## src/rtl/irq_arb_pkg.sv

```systemverilog
package irq_arb_pkg;
   // Level mapping variants for a request range
   typedef enum logic [0:0] {
      MAP_OFFSET = 1'b0,   // level = index - range_low + 1
      MAP_DIRECT = 1'b1    // level = index
   } map_kind_e;

   localparam int DEF_VEC_W  = 32;
   localparam int DEF_LVL_W  = 5;
   localparam int DEF_SW_LO  = 1;
   localparam int DEF_SW_HI  = 16;
   localparam int DEF_EXT_LO = 16;
   localparam int DEF_EXT_HI = 32;
   localparam int DEF_AST_W  = 4;
endpackage

```

## src/rtl/irq_range_scan.sv

```systemverilog
module irq_range_scan
   import irq_arb_pkg::*;
#(
   parameter int        VEC_W = DEF_VEC_W,
   parameter int        LO    = DEF_SW_LO,
   parameter int        HI    = DEF_SW_HI,
   parameter int        LVL_W = DEF_LVL_W,
   parameter map_kind_e MAP   = MAP_OFFSET
) (
   input  logic [VEC_W-1:0] req,
   output logic             found,
   output logic [LVL_W-1:0] level,
   output logic [VEC_W-1:0] seen
);
   // in-range mask: bits outside [LO, HI) never reach the result
   for (genvar i = 0; i < VEC_W; i++) begin : g_mask
      if (i >= LO && i < HI) begin : g_in
         assign seen[i] = req[i];
      end else begin : g_out
         assign seen[i] = 1'b0;
      end
   end

   assign found = |seen;

   // ascending scan, later (higher) set bits override earlier ones
   if (MAP == MAP_OFFSET) begin : g_offset
      always_comb begin
         level = '0;
         for (int i = LO; i < HI; i++) begin
            if (seen[i]) level = LVL_W'(i - LO + 1);
         end
      end
   end else begin : g_direct
      always_comb begin
         level = '0;
         for (int i = LO; i < HI; i++) begin
            if (seen[i]) level = LVL_W'(i);
         end
      end
   end
endmodule

```

## src/rtl/irq_trap_ctrl.sv

```systemverilog
module irq_trap_ctrl #(
   parameter int VEC_W = 32,
   parameter int LVL_W = 5
) (
   input  logic             clk,
   input  logic             rst_n,
   input  logic [LVL_W-1:0] cand_level,
   input  logic [VEC_W-1:0] cand_mask,
   input  logic [LVL_W-1:0] cur_ipl,
   input  logic             ack,
   output logic             trap_q,
   output logic [LVL_W-1:0] id_q,
   output logic [VEC_W-1:0] sum_q
);
   logic armed;
   logic fire;

   assign fire = armed && (cand_level != '0) && (cand_level > cur_ipl);

   always_ff @(posedge clk) begin
      if (!rst_n) begin
         armed  <= 1'b1;
         trap_q <= 1'b0;
         id_q   <= '0;
         sum_q  <= '0;
      end else begin
         trap_q <= fire;
         if (fire) begin
            armed <= 1'b0;
            id_q  <= cand_level;
            sum_q <= cand_mask;
         end else if (ack) begin
            armed <= 1'b1;
         end
      end
   end
endmodule

```

## src/rtl/irq_level_arbiter.sv

```systemverilog
module irq_level_arbiter
   import irq_arb_pkg::*;
#(
   parameter int VEC_W  = DEF_VEC_W,
   parameter int LVL_W  = DEF_LVL_W,
   parameter int SW_LO  = DEF_SW_LO,
   parameter int SW_HI  = DEF_SW_HI,
   parameter int EXT_LO = DEF_EXT_LO,
   parameter int EXT_HI = DEF_EXT_HI,
   parameter int AST_W  = DEF_AST_W
) (
   input  logic             clk,
   input  logic             rst_n,
   input  logic [VEC_W-1:0] sw_req,
   input  logic [VEC_W-1:0] ext_req,
   input  logic [LVL_W-1:0] cur_ipl,
   input  logic [AST_W-1:0] ast_req,
   input  logic             trap_ack,
   output logic             trap_pulse,
   output logic [VEC_W-1:0] isr_summary,
   output logic [LVL_W-1:0] int_id,
   output logic             ast_err
);
   localparam int MAX_LVL    = (1 << LVL_W) - 1;
   localparam int SW_TOP_LVL = SW_HI - SW_LO;

   // elaboration-time parameter checks
   if (SW_LO < 0 || SW_LO >= SW_HI || SW_HI > VEC_W) begin : g_bad_sw
      $error("software range invalid");
   end
   if (EXT_LO < 0 || EXT_LO >= EXT_HI || EXT_HI > VEC_W) begin : g_bad_ext
      $error("external range invalid");
   end
   if (EXT_HI - 1 > MAX_LVL || SW_TOP_LVL > MAX_LVL) begin : g_bad_lvl
      $error("level width too small");
   end
   if (EXT_LO <= SW_TOP_LVL) begin : g_bad_order
      $error("external levels must lie above software levels");
   end
   if (AST_W < 1) begin : g_bad_ast
      $error("asynchronous request width must be positive");
   end

   logic             sw_found, ext_found;
   logic [LVL_W-1:0] sw_level, ext_level, win_level;
   logic [VEC_W-1:0] sw_seen, ext_seen;
   logic             ast_q;

   irq_range_scan #(
      .VEC_W(VEC_W), .LO(SW_LO), .HI(SW_HI), .LVL_W(LVL_W), .MAP(MAP_OFFSET)
   ) u_sw_scan (
      .req(sw_req), .found(sw_found), .level(sw_level), .seen(sw_seen)
   );

   irq_range_scan #(
      .VEC_W(VEC_W), .LO(EXT_LO), .HI(EXT_HI), .LVL_W(LVL_W), .MAP(MAP_DIRECT)
   ) u_ext_scan (
      .req(ext_req), .found(ext_found), .level(ext_level), .seen(ext_seen)
   );

   // external scan runs after software: any external hit overrides
   always_comb begin
      win_level = sw_found ? sw_level : '0;
      if (ext_found) win_level = ext_level;
   end

   irq_trap_ctrl #(.VEC_W(VEC_W), .LVL_W(LVL_W)) u_ctrl (
      .clk       (clk),
      .rst_n     (rst_n),
      .cand_level(win_level),
      .cand_mask (sw_seen | ext_seen),
      .cur_ipl   (cur_ipl),
      .ack       (trap_ack),
      .trap_q    (trap_pulse),
      .id_q      (int_id),
      .sum_q     (isr_summary)
   );

   always_ff @(posedge clk) begin
      if (!rst_n) ast_q <= 1'b0;
      else        ast_q <= |ast_req;
   end
   assign ast_err = ast_q;
endmodule

```

## config.mk

```make
export PLATFORM = sky130hd
export DESIGN_NAME = irq_level_arbiter
export DESIGN_NICKNAME = d
export VERILOG_FILES = /design/src/rtl/irq_arb_pkg.sv /design/src/rtl/irq_range_scan.sv /design/src/rtl/irq_trap_ctrl.sv /design/src/rtl/irq_level_arbiter.sv
export SDC_FILE = /design/constraint.sdc
export NUM_CORES = 1
export LEC_CHECK = 0
export BUFFER_PORTS_ARGS = -buffer_cell sky130_fd_sc_hd__clkbuf_2
export CAP_MARGIN = 20
export CORE_MARGIN = 2
export CORE_UTILIZATION = 48
export DETAILED_ROUTE_END_ITERATION = 10
export PLACE_DENSITY = 0.89
export SYNTH_ARGS = -nofsm -noshare
export SYNTH_HDL_FRONTEND = slang
export SYNTH_SLANG_ARGS = --single-unit
export TNS_END_PERCENT = 10
```

## constraint.sdc

```tcl
create_clock -name clk -period 7.65 [get_ports clk]
set_clock_uncertainty 0.1 [all_clocks]
set_input_delay 0.3825 -clock clk [delete_from_list [all_inputs] [get_ports clk]]
set_output_delay 0.3825 -clock clk [all_outputs]
set_load 0.01 [all_outputs]
```

==> results.md, run 1 <==
- The flow ran to the end, and the final reports show no timing, DRC or antenna violations.
- The worst setup path is launched from an input pin.
- For this design the ratio of total power to cell area is 202 nW/um^2.
- The initial antenna violation count was 0.
- The final critical delay including setup and external delays is 3520 ps.
- The tightest hold path in the finished design has a slack of 196 ps.
- For this run, the detailed router's first-pass iteration total came to 4.
- The post-route clock period utilization is 46.1%.
- After the first detailed-routing iteration, the DRC count stood at 106.
- The cell sitting at the root of the clock tree is a clkbuf_8.
- The share of the synthesized area in compound gates (AO/OA/AOI/OAI) is 11.3%.
- The cell type with the largest total area after synthesis is dfxtp_1.
- The transition time of the tightest slew-check pin is 682 ps.
- Combinational cells account for 21.6% of the total power.
- The final layout contains 399 nets.
- Measured against its own limit, the worst slew margin works out to 54.5%.
- At the worst endpoint, the arrival time is 3640 ps.
- The die covers 4930 um^2.
- The area growth from synthesis to layout is 22.7%.
- The min-delay analysis places its worst path in the category input pin to flop.
- The synthesized netlist devotes 0% of its cell area to XOR and XNOR gates.
- The finished cells cover 2580 um^2.
- The required time of the worst setup path is 7760 ps.
- The most frequently used flop master after synthesis is dfxtp_1.
- The number of antenna diodes in the final layout is 0.
- The portion of netlist area occupied by mux cells is 15.2%.
- The design internal power is 0.000379 W.
- The clock-pin slew of the registers on the worst-case setup and hold paths is 80 ps.
- The maximum number of buffers from clock root to sink is 2.
- The filler cells instantiated in the layout total 381.
- The routed layout has 1928 vias.
- Cells with a size suffix above 1 make up 32.3% of the layout.
- The total grt overflow is 0.
- The sequential fraction of the synthesis area is 37.1%.
- The per-cell routed wire length is 12.6 um.
- In the routed design, unresolved DRC markers number 0.
- The number of global-route vias before repair came to 1816.
- The total of flip-flops plus latches after synthesis is 39.
- The placed instances occupy a cell area of 2470 um^2.
- The number of placed I/O pins is 115.
- The number of standard cells after synthesis is 243.
- The first global-routing pass estimated 7790 um of wire.
- For this run, the top clock speed supported by timing is 284 MHz.
- The worst slack after detailed placement is 3800 ps.
- Net switching is 27.5% of the power.
- The highest fanout seen on the critical path is 36.
- The share of total power in the clock network is 33.7%.
- The number of different library cells in the post-synthesis netlist is 44.
- The number of buffers inserted to repair setup after CTS is 0.
- The share of async-settable or async-resettable flops after synthesis is 0%.
- The detailed placement HPWL is 3490 um.
- For this design, the CTS-stage hold fixing added 0 buffers.
- At the end of routability-driven placement, the weighted congestion stood at 0.773.
- The number of pins with negative max-slew slack in the final report came to 0.
- Clock tree synthesis found a total of 39 sinks.
- The total detailed-routing wirelength is 4670 um.
- During synthesis, Yosys emitted a total of 0 warnings.
- Summed over all cells, the static leakage comes to 1.26 nW.
- The region available for standard cell placement spans 4290 um^2.
- The number of H-tree levels is 2.
- IR analysis of the VDD net gives a maximum drop of 0.120 mV.
- The average vias per placed instance is 5.20.
- After floorplanning, the core was divided into 24 placement rows.
- The kind of critical path is input pin to flop.
- Summing the areas of all fa, ha and maj instances in the mapped netlist gives 2.97% of the synthesized area.
- Yosys attributes the largest share of cell area to dfxtp_1 37%, mux2i_1 15%, nand2_1 13%, ha_1 3.0%, buf_12 2.9%.
- The post-synthesis share of cell area spent on and, or, nand and nor gates is 25.9%.
- Yosys mapped a number of flops with a built-in enable equal to 0.
- The placed cell count is 363.
- The final sum of negative setup slack is 0 ps.
- The CTS tree is yes.
- In this run the remaining antenna-violating nets after routing total 0.
- The kind of end point of the critical path is a flop.
- Global routing used 19.7% of the available tracks.
- The portion of total power attributed to sequential cells is 44.7%.
- The pin count of the biggest net entering global routing is 76.
- In this run the power spent charging and discharging nets is 0.000144 W.
- The TritonCTS buffer count is 5.
- The combinational family with the most area after synthesis is simple AND/OR/NAND/NOR gates.
- The count of buffers added on input and output ports is 80.
- After layout, the worst setup slack is 4130 ps.
- The total count of hold-check failures in the final report is 0.
- The number of nets produced by synthesis is 324.
- The average instance in the mapped netlist occupies 8.67 um^2.
- The total of endpoints with negative setup slack in the final report is 0.
- At the later pin of the worst-skew pair, clock insertion delay measures 290 ps.
- The horizontal extent of the die is 70.2 um.
- The cell area after synthesis is 2110 um^2.
- Summed over its instances, the top area cell type makes up 37.1% of the synthesized netlist area.
- The finished layout holds 371 standard cells, fillers aside.
- The initial utilization of the core area, before any placement, comes to 49.0%.
- Post-CTS repair changed the size of 0 cells.
- Setup repair after global routing left no endpoint under its margin.
- Max-cap violations in this run came to 0.
- The die is 70.2 um tall.
[synthesized netlist by cell type, types with 2 or more instances]
cell,n
nor4_2,4
inv_1,11
nor2b_4,2
nand3_1,4
nor4_1,3
clkbuf_1,8
o21ai_1,5
or2_2,2
nand2_1,71
dfxtp_1,39
or3_1,2
nor2_1,10
nor2b_1,2
nor3_1,2
ha_1,5
buf_12,3
a21oi_1,5
nand4_2,2
o31ai_1,3
o21ai_0,2
mux2i_1,32
a2111oi_0,2
o211ai_1,3
[critical path, stage by stage]
cell and delay, ps:
clkbuf_2 120, nor4_2 440, nand4_2 290, a31o_1 280, o221ai_1 240, ha_1 190, nor2b_1 170, o21a_1 130
o211ai_1 80, a21oi_1 390, and2_4 630, mux2i_1 250
[logic make-up (layout without fill, tap and decap cells)]
kind of cell,Yosys count,after routing
compound gates,31,31
fa+ha+maj,5,5
buf+inv,24,100
flops,39,39
mux,32,32
other cells,1,1
simple gates,111,111
[flip-flops by register name, indices dropped and copies added (netlist names)]
| register | flops |
|---|---|
| u_ctrl.sum_q | 31 |
| ast_err | 1 |
| u_ctrl.armed | 1 |
| u_ctrl.id_q | 5 |
| u_ctrl.trap_q | 1 |
[layer usage]
layer	vias up	global-route usage (%)	wire, um
met5	-	0	0
met2	61	31.3	2220
met4	0	7.26	51
li1	982	-	-
met3	6	4.91	253
met1	879	25.7	2140
[stage by stage]
step	power (W)	utilization, %
CTS	0.000529	60.2
global placement	0.000348	57.4
finish	0.000523	60.2
global route	0.000551	60.2
floorplan	0.000315	-
detailed placement	0.000352	57.4
[final timing paths]
check	start	to	slack [ps]	depth (start not counted)
max	ext_req[24]	u_ctrl.sum_q[3]$_SDFFE_PN0P_	4130	12
max reg2reg	u_ctrl.armed$_SDFFE_PN1P_	u_ctrl.sum_q[3]$_SDFFE_PN0P_	5760	4
min	ast_req[2]	ast_err$_SDFF_PN0_	200	2
min reg2reg	u_ctrl.sum_q[14]$_SDFFE_PN0P_	u_ctrl.sum_q[14]$_SDFFE_PN0P_	360	2
[power by group through the flow]
stage | logic, W | clock network, W | registers [W]
final | 0.000113 | 0.000176 | 0.000234
after global routing | 0.000126 | 0.000189 | 0.000236
after CTS | 0.000115 | 0.000181 | 0.000234
after detailed placement | 0.000114 | 0 | 0.000238
after global placement | 0.000111 | 0 | 0.000237
after floorplan | 0.0000684 | 0 | 0.000247
[final cells by class]
cell class / count / area [um^2] / share of cell area, %
Clock buffer: 6 / 82.6 / 3.20
Tap cell: 52 / 65.1 / 2.52
Sequential cell: 39 / 781 / 30.2
Multi-Input combinational cell: 180 / 1170 / 45.3
Inverter: 11 / 41.3 / 1.60
Timing Repair Buffer: 81 / 408 / 15.8
Clock inverter: 2 / 35.0 / 1.36
[cell usage in the layout (no fill, tap or decap), types with 2 or more instances in the layout]
cell type / netlist / final
nand4_2: 2 / 2
nor2_1: 10 / 10
clkbuf_8: 0 / 6
nor2b_4: 2 / 2
nor3_1: 2 / 2
nor4_2: 4 / 4
a21oi_1: 5 / 5
nor4_1: 3 / 3
or2_2: 2 / 2
nor2b_1: 2 / 2
clkbuf_2: 0 / 80
nand3_1: 4 / 4
o21ai_0: 2 / 2
ha_1: 5 / 5
mux2i_1: 32 / 32
o21ai_1: 5 / 5
a2111oi_0: 2 / 2
o211ai_1: 3 / 3
or3_1: 2 / 2
o31ai_1: 3 / 3
inv_1: 11 / 11
nand2_1: 71 / 71
dfxtp_1: 39 / 39
Note: power is estimated with default switching activity, not from simulation.
==> run 2, diff against run 1 <==
--- a/config.mk
+++ b/config.mk
@@ -5,12 +5,13 @@
 export SDC_FILE = /design/constraint.sdc
 export NUM_CORES = 1
 export LEC_CHECK = 0
+export ABC_AREA = 1
 export BUFFER_PORTS_ARGS = -buffer_cell sky130_fd_sc_hd__clkbuf_2
 export CAP_MARGIN = 20
 export CORE_MARGIN = 2
-export CORE_UTILIZATION = 48
+export CORE_UTILIZATION = 42
 export DETAILED_ROUTE_END_ITERATION = 10
-export PLACE_DENSITY = 0.89
+export PLACE_DENSITY = 0.81
 export SYNTH_ARGS = -nofsm -noshare
 export SYNTH_HDL_FRONTEND = slang
 export SYNTH_SLANG_ARGS = --single-unit
==> constraint.sdc (replaced) <==
create_clock -name clk -period 3.2 [get_ports clk]
set_clock_uncertainty 0.1 [all_clocks]
set_input_delay 0.16 -clock clk [delete_from_list [all_inputs] [get_ports clk]]
set_output_delay 0.16 -clock clk [all_outputs]
set_load 0.01 [all_outputs]
==> results.md, run 2 <==
- The count of cells resized by post-cts repair is 0.
- By count the netlist is led by 75 x nand2_1, 46 x nor2_1, 40 x a21oi_1, 39 x dfxtp_1, 35 x inv_1.
- Setup slack on the worst reg-to-reg path comes out at 1830 ps.
- The number of antenna diodes in the final layout is 0.
- In this run, synthesis inferred 0 flip-flops with an integrated enable.
- Setup repair after global routing left no endpoint under its margin.
- The number of nets produced by synthesis is 418.
- The critical path's slowest cell is o221a_2.
- The number of cells on the worst reg-to-reg path is 5.
- Data on the critical path is required at its endpoint by 3280 ps.
- The startpoint of the worst setup timing path is ext_req[27].
- The number of sinks handled by clock tree synthesis is 39.
- Traced cell by cell, the critical path runs through clkbuf_2, inv_1, nand4_1, nor2_1, nand3_1, a21oi_1, nand2_1, and2_1, ha_1, nor2_1, o211ai_1, a21boi_0, o221a_2, buf_12, nand3_1, nand2_1, nor2_1.
- The launch instance of the worst register-to-register path is u_ctrl.armed$_SDFFE_PN1P_.
- The most frequently used flop master after synthesis is dfxtp_1.
- The total grt overflow is 0.
- The number of pins with negative max-slew slack in the final report is 0.
- The worst setup path is captured at a flop.
- The commonest non-fill, non-tap cell in the layout is clkbuf_2.
- The number of design rule violations left after detail routing is 0.
- The total count of hold-check failures in the final report is 0.
- Cells fill 53.8% of the core in the end.
- The worst slack after detailed placement is 109 ps.
- The initial antenna violation count is 0.
- In the layout the commonest cells are 80 x clkbuf_2, 75 x nand2_1, 46 x nor2_1, 40 x a21oi_1, 39 x dfxtp_1.
- The most repeated cell in the gate-level netlist after synthesis is nand2_1.
- Setup total negative slack on the finished layout was measured at 0 ps.
- The largest registers in the layout are u_ctrl.sum_q x31, u_ctrl.id_q x5.
- The number of different library cells used by synthesis comes to 36.
- Based on the critical path, the design can be clocked at up to 358 MHz.
- After synthesis, the share of flip-flops with an asynchronous set or reset is 0%.
- The routed layout has 2257 vias.
- The least setup slack across all paths after layout is 410 ps.
- The longest clock path from root to sink contains 2 buffers.
- After synthesis the netlist holds a flip-flop and latch count of 39.
- u_ctrl.sum_q holds more flip-flops than any other register.
- After floorplanning, the core was divided into 26 placement rows.
- The largest single stage delay on the critical path is 390 ps.
- The worst register-to-register path ends at u_ctrl.sum_q[26]$_SDFFE_PN0P_.
- The worst path needs 2790 ps of the cycle, external delays included.
- The library cell appearing most often on the critical path is nor2_1.
- The static leakage power is 1.54 nW.
- The run finished with clean final reports.
- Entering global routing, the biggest net connects 71 pins.
- Routability-driven placement finished with a final weighted congestion of 0.806.
- The number of warnings reported in the yosys synthesis log is 0.
- The cell area after synthesis is 2300 um^2.
- Across every metal layer, demand over resource in global routing totals 17.4%.
- Along the worst path, the maximum fanout reaches 36.
- The count of buffers added on input and output ports is 80.
- The horizontal extent of the die is 78.1 um.
- The number of placed I/O pins is 115.
- Relative to the synthesized area, the layout overhead comes to 21.5%.
- The post-route clock period utilization is 87.2%.
- Dividing the detail-routed wire length by the instance count gives 10.6 um.
- The transition time of the tightest slew-check pin is 714 ps.
- The die area is 6090 um^2.
- The number of global-route vias before repair is 2036.
- In this design, the largest share of critical-path delay is due to simple AND/OR/NAND/NOR gates.
- Of the synthesized area, sequential elements account for 33.9%.
- Summed over its instances, the top area cell type makes up 33.9% of the synthesized netlist area.
- The TritonCTS buffer count is 5.
- The mean cell area of the mapped netlist is 6.84 um^2.
- The total number of nets in the final design is 489.
- The cell type with the largest total area after synthesis is dfxtp_1.
- The maximum VDD drop is 0.159 mV.
- The total of fill cells in the finished design is 547.
- The number of logic stages on the critical path including buffering is 17.
- The detailed placement HPWL is 3800 um.
- The arrival time at the worst endpoint is 2870 ps.
- The kind of critical path is input pin to flop.
- After clock tree synthesis, the clock-pin slew on the worst setup and hold paths is 70 ps.
- After detailed routing, the total wire length is 5070 um.
- The die is 78.1 um tall.
- For this run, the detailed router's first-pass iteration total came to 4.
- In this run the worst hold path is classified as input pin to flop.
- For this configuration, the core starts out at a cell density of 44.3%.
- The first global-routing pass estimated 8570 um of wire.
- STA classifies the critical path startpoint as an input pin.
- The count of nets left with antenna violations once routing finished came out at 0.
- The detailed router finished its first iteration with 69 violations.
- The register with the most flip-flops in the layout has 31 of them.
- The root buffer cell chosen for the clock tree is clkbuf_8.
- The number of max-cap violations is 0.
- The source-to-sink clock delay at the later pin of the worst-skew pair is 280 ps.
- Synthesis produced a netlist whose cell count is 337.
- The average vias per placed instance is 4.71.
- In this run the power density over the cells is 448 nW/um^2.
- The worst pin sits at a relative slew slack of 52.4%.
- TritonCTS built the clock tree.
- The total of endpoints with negative setup slack in the final report is 0.
- The share of cells above drive strength 1 is 29.6%.
- The endpoint of the worst setup timing path is u_ctrl.sum_q[26]$_SDFFE_PN0P_.
- The count of buffering cells on the critical path with inverters included is 3.
- The number of H-tree levels is 2.
- Sorting the synthesized cells by area gives the leading types as dfxtp_1 34%, nand2_1 12%, a21oi_1 8.7%, nor2_1 7.5%, nand3_1 6.5%.
- The floorplan step defined a core boundary enclosing 5200 um^2.
-- run 2: cell count changes in the layout (fill, tap and decap cells not counted), sizes merged, moves of 3 or more --
cell,change
nor3,+3
nor4,-6
mux2i,-32
a2111oi,-3
a21oi,+36
inv,+34
o21ai,-4
nor2b,-4
nand3,+31
nand2,+7
nor2,+40
-- run 2: worst reg2reg max path, delay by kind of cell, from the launching register on --
kind                   cells  cell delay, ps
buffers and inverters      1             230
DFF                        1             340
and+or+nand+nor            3             260
AOI/OAI and AO/OA          1             350
-- run 2: layout make-up --
class	count	area, um^2	share of cell area (%)
clock buffer	8	100	3.58
tap	70	87.6	3.13
sequential	39	781	27.9
timing repair buffer	84	460	16.5
inverter	45	169	6.04
multi-input combinational	233	1200	42.9
-- run 2: what timing repair did --
item,CTS,global route
setup buffers,0,0
hold buffers,2,0
hold endpoints to repair,1,0
-- run 2: worst min-delay path by stage --
stage / from / endpoint / slack [ps] / cells after the start
after floorplan: ast_req[2] / ast_err$_SDFF_PN0_ / 180 / 2
after global placement: ast_req[2] / ast_err$_SDFF_PN0_ / 280 / 3
after detailed placement: ast_req[2] / ast_err$_SDFF_PN0_ / 280 / 3
after CTS: trap_ack / u_ctrl.armed$_SDFFE_PN1P_ / 50 / 4
after global routing: trap_ack / u_ctrl.armed$_SDFFE_PN1P_ / 70 / 4
final: trap_ack / u_ctrl.armed$_SDFFE_PN1P_ / 60 / 4
-- run 2: where the power goes --
part | internal, W | switching [W]
registers | 0.000540 | 0.0000268
clock network | 0.000197 | 0.000167
logic | 0.000143 | 0.000181
-- run 2: metrics by stage --
step | std cells | total power [W] | hold WS [ps] | area [um^2]
after global placement | 469 | 0.000897 | 279 | 2680
after detailed placement | 469 | 0.000904 | 285 | 2680
after global routing | 479 | 0.00134 | 68.0 | 2800
after floorplan | 337 | 0.000785 | 180 | 2300
final | 479 | 0.00125 | 60.3 | 2800
after CTS | 479 | 0.00128 | 50.8 | 2800
-- run 2: cells by family after synthesis --
logic type | share of synthesized area [%]
and+or+nand+nor | 36.8
buffers and inverters | 14.0
AOI/OAI and AO/OA | 12.4
DFF | 33.9
adders and majority gates | 2.72
other | 0.163
-- run 2: routing by layer --
layer	vias to the layer above	part of all wire (%)	global-route usage, %
met3	4	6.0	4.94
met4	0	0.45	4.39
li1	1205	-	-
met5	-	0	0
met1	990	45	20.2
met2	58	49	31.5
==> run 3, diff against run 2 <==
--- a/config.mk
+++ b/config.mk
@@ -9,9 +9,9 @@
 export BUFFER_PORTS_ARGS = -buffer_cell sky130_fd_sc_hd__clkbuf_2
 export CAP_MARGIN = 20
 export CORE_MARGIN = 2
-export CORE_UTILIZATION = 42
+export CORE_UTILIZATION = 50
 export DETAILED_ROUTE_END_ITERATION = 10
-export PLACE_DENSITY = 0.81
+export PLACE_DENSITY = 0.9
 export SYNTH_ARGS = -nofsm -noshare
 export SYNTH_HDL_FRONTEND = slang
 export SYNTH_SLANG_ARGS = --single-unit
==> constraint.sdc (replaced) <==
create_clock -name clk -period 3.4 [get_ports clk]
set_clock_uncertainty 0.1 [all_clocks]
set_input_delay 0.17 -clock clk [delete_from_list [all_inputs] [get_ports clk]]
set_output_delay 0.17 -clock clk [all_outputs]
set_load 0.01 [all_outputs]
==> results.md, run 3 (synthesis gave the netlist of run 2 again) <==
- The antenna diode count is 0.
- Leaving out fill and tap cells, the most frequent cells in the layout are 80 x clkbuf_2, 75 x nand2_1, 46 x nor2_1, 40 x a21oi_1, 39 x dfxtp_1.
- The total count of hold-check failures in the final report is 0.
- Prior to clock tree synthesis, the placed netlist has a worst setup slack of 322 ps.
- Counting the buffers created by CTS gives 5.
- Of the total power, combinational logic draws 25.7%.
- The total detailed-routing wirelength is 5110 um.
- The total of fill cells in the finished design is 432.
- The net count of the finished layout is 487.
- 115 I/O pins were placed.
- The number of global-route vias before repair is 2078.
- The finished cells cover 2740 um^2.
- The horizontal extent of the die is 71.9 um.
- Clock-pin slew was measured on the worst setup and hold paths at 70 ps.
- For this run, the total global-route usage over all layers was measured as 20.7%.
- The total overflow left after global routing is 0.
- The worst setup path is of the input pin to flop kind.
- The starting utilization of the core area is 52.5%.
- Leaving out fill and tap cells, the most frequent cell in the layout is clkbuf_2.
- The initial antenna violation count was 0.
- For this run, design rule violations remaining after detail routing come to 0.
- The detailed placement HPWL is 3800 um.
- The element type at the critical path start is an input pin.
- After the first detailed-routing iteration, the DRC count stood at 155.
- Registers are responsible for 45.2% of the overall power.
- CTS placed an instance of clkbuf_8 at the clock tree root.
- The count of buffering cells on the critical path with inverters included is 3.
- At the pin with the least slew margin, the transition time is 725 ps.
- Once placement finished, the instance area stood at 2640 um^2.
- The worst hold path terminates at ast_err$_SDFF_PN0_.
- The first detailed-routing pass took 4 iterations.
- Of the available clock period, the critical path in the final layout requires 83.7%.
- At the worst endpoint, the required time is 3480 ps.
- The highest fanout seen on the critical path is 33.
- The number of sinks handled by clock tree synthesis is 39.
- The switching fraction of total power is 30.2%.
- The clock network is responsible for 29.1% of the overall power.
- The register-to-register setup slack is 2030 ps.
- Setup violations remaining at the end of the flow were counted as 0.
- The worst min-delay path class is input pin to flop.
- The number of rows in the core area is 24.
- The smallest hold slack is 14.7 ps.
- The maximum VDD drop is 0.240 mV.
- The pin count of the biggest net entering global routing is 71.
- In this run the most critical hold path is launched from ast_req[2].
- The design internal power is 0.000823 W.
- After detailed routing, the number of vias per cell comes to 4.91.
- In this design, the critical path's most frequently occurring cell is nor2_1.
- The count of cells resized by post-cts repair is 0.
- The number of setup buffers added after CTS is 0.
- The number of pins with negative max-slew slack in the final report is 0.
- The worst register-to-register path ends at u_ctrl.sum_q[11]$_SDFFE_PN0P_.
- Traced cell by cell, the critical path runs through clkbuf_2, inv_1, nand4_1, nor2_1, nand3_1, a21oi_1, nand2_1, and2_1, ha_1, nor2_1, o211ai_1, a21boi_0, o221a_2, buf_4, nand3_1, nand2_1, nor2_1.
- The cell family contributing the most delay on the critical path is simple AND/OR/NAND/NOR gates.
- The CTS tree is yes.
- The source-to-sink clock delay at the later pin of the worst-skew pair is 280 ps.
- The total area inside the core boundary comes to 4380 um^2.
- The startpoint of the worst setup timing path is ext_req[27].
- For this design the total switching power over the nets is 0.000356 W.
- The run finished with clean final reports.
- The H-tree was split into 2 levels.
- The startpoint identified for the worst register-to-register timing path is u_ctrl.armed$_SDFFE_PN1P_.
- On the worst path, the slowest cell contributes a delay of 330 ps.
- The die area is 5170 um^2.
- The last weighted congestion value of the routability-driven placer is 0.792.
- The register with the most flip-flops in the layout has 31 of them.
- The hold buffer count at cts is 0.
- The final critical delay including setup and external delays is 2850 ps.
- The kind of end point of the critical path is a flop.
- Compared with the post-synthesis result, the final layout area differs by 19.1%.
- The floorplan step set the die height to 71.9 um.
- The normalized max-slew margin is 51.6%.
- The share of cells above drive strength 1 is 29.7%.
- After detailed routing, the average wire length per cell comes to 11.1 um.
- In the final layout, the registers with the most flip-flops are u_ctrl.sum_q x31, u_ctrl.id_q x5.
- The number of cells on the worst reg-to-reg path is 5.
- The maximum number of buffers from clock root to sink is 2.
- The tool flagged a number of max-cap violations equal to 0.
- The number of buffer cells added on primary ports is 80.
- The routed layout has 2255 vias.
- Summed over all failing endpoints, the final setup total negative slack is 0 ps.
- The worst hold path passes through 3 cells.
- At the worst endpoint, the arrival time is 2930 ps.
- The analysis attributes to cell leakage a power of 1.53 nW.
- The worst path meets setup with 554 ps of slack.
- The slowest stage of the critical path is the buf_4 cell.
- The highest clock frequency the design can meet is 351 MHz.
- The number of routed nets with antenna violations is 0.
- The power density relative to cell area is 430 nW/um^2.
- u_ctrl.sum_q holds more flip-flops than any other register.
- The wire length of the first global-routing pass is 8660 um.
- Setup repair after global routing left no endpoint under its margin.
[run 3: layout make-up]
cell class                 count  area (um^2)  share of cell area [%]
timing repair buffer          82          428                    15.6
inverter                      45          169                    6.16
clock buffer                   8          100                    3.65
multi-input combinational    233         1200                    43.7
sequential                    39          781                    28.5
tap                           52         65.1                    2.37
[run 3: metal layers]
metal	routed length (um)	track usage [%]	share of wire, %
met5	0	0	0
met4	46	5.45	0.90
met3	285	4.92	5.6
met2	2530	37.7	49
met1	2250	24.3	44
[run 3: power groups by stage]
stage / registers [W] / clock network, W / logic, W
final: 0.000533 / 0.000343 / 0.000303
after global routing: 0.000540 / 0.000372 / 0.000344
after CTS: 0.000534 / 0.000352 / 0.000306
after detailed placement: 0.000544 / 0 / 0.000305
after global placement: 0.000542 / 0 / 0.000296
after floorplan: 0.000566 / 0 / 0.000174
[run 3: tightest hold or removal path, stage by stage]
cell and delay [ps]:
clkbuf_2 80, nor4_1 30, nor2_1 80
[run 3: worst max-delay path by stage]
stage                                     to  cells past startpoint  slack [ps]
2_1_floorplan  u_ctrl.sum_q[19]$_SDFFE_PN0P_                     27         730
6_report       u_ctrl.sum_q[11]$_SDFFE_PN0P_                     17         550
3_5_place_dp   u_ctrl.sum_q[12]$_SDFFE_PN0P_                     17         320
3_3_place_gp    u_ctrl.sum_q[5]$_SDFFE_PN0P_                     17         450
5_1_grt        u_ctrl.sum_q[12]$_SDFFE_PN0P_                     17         190
4_1_cts        u_ctrl.sum_q[12]$_SDFFE_PN0P_                     17         620
[run 3: through the flow]
| step | total power (W) | utilization (%) | cells |
|---|---|---|---|
| 2_1_floorplan | 0.000739 | - | 337 |
| 4_1_cts | 0.00119 | 62.6 | 459 |
| 3_5_place_dp | 0.000848 | 60.3 | 451 |
| 5_1_grt | 0.00126 | 62.6 | 459 |
| 6_report | 0.00118 | 62.6 | 459 |
| 3_3_place_gp | 0.000838 | 60.3 | 451 |
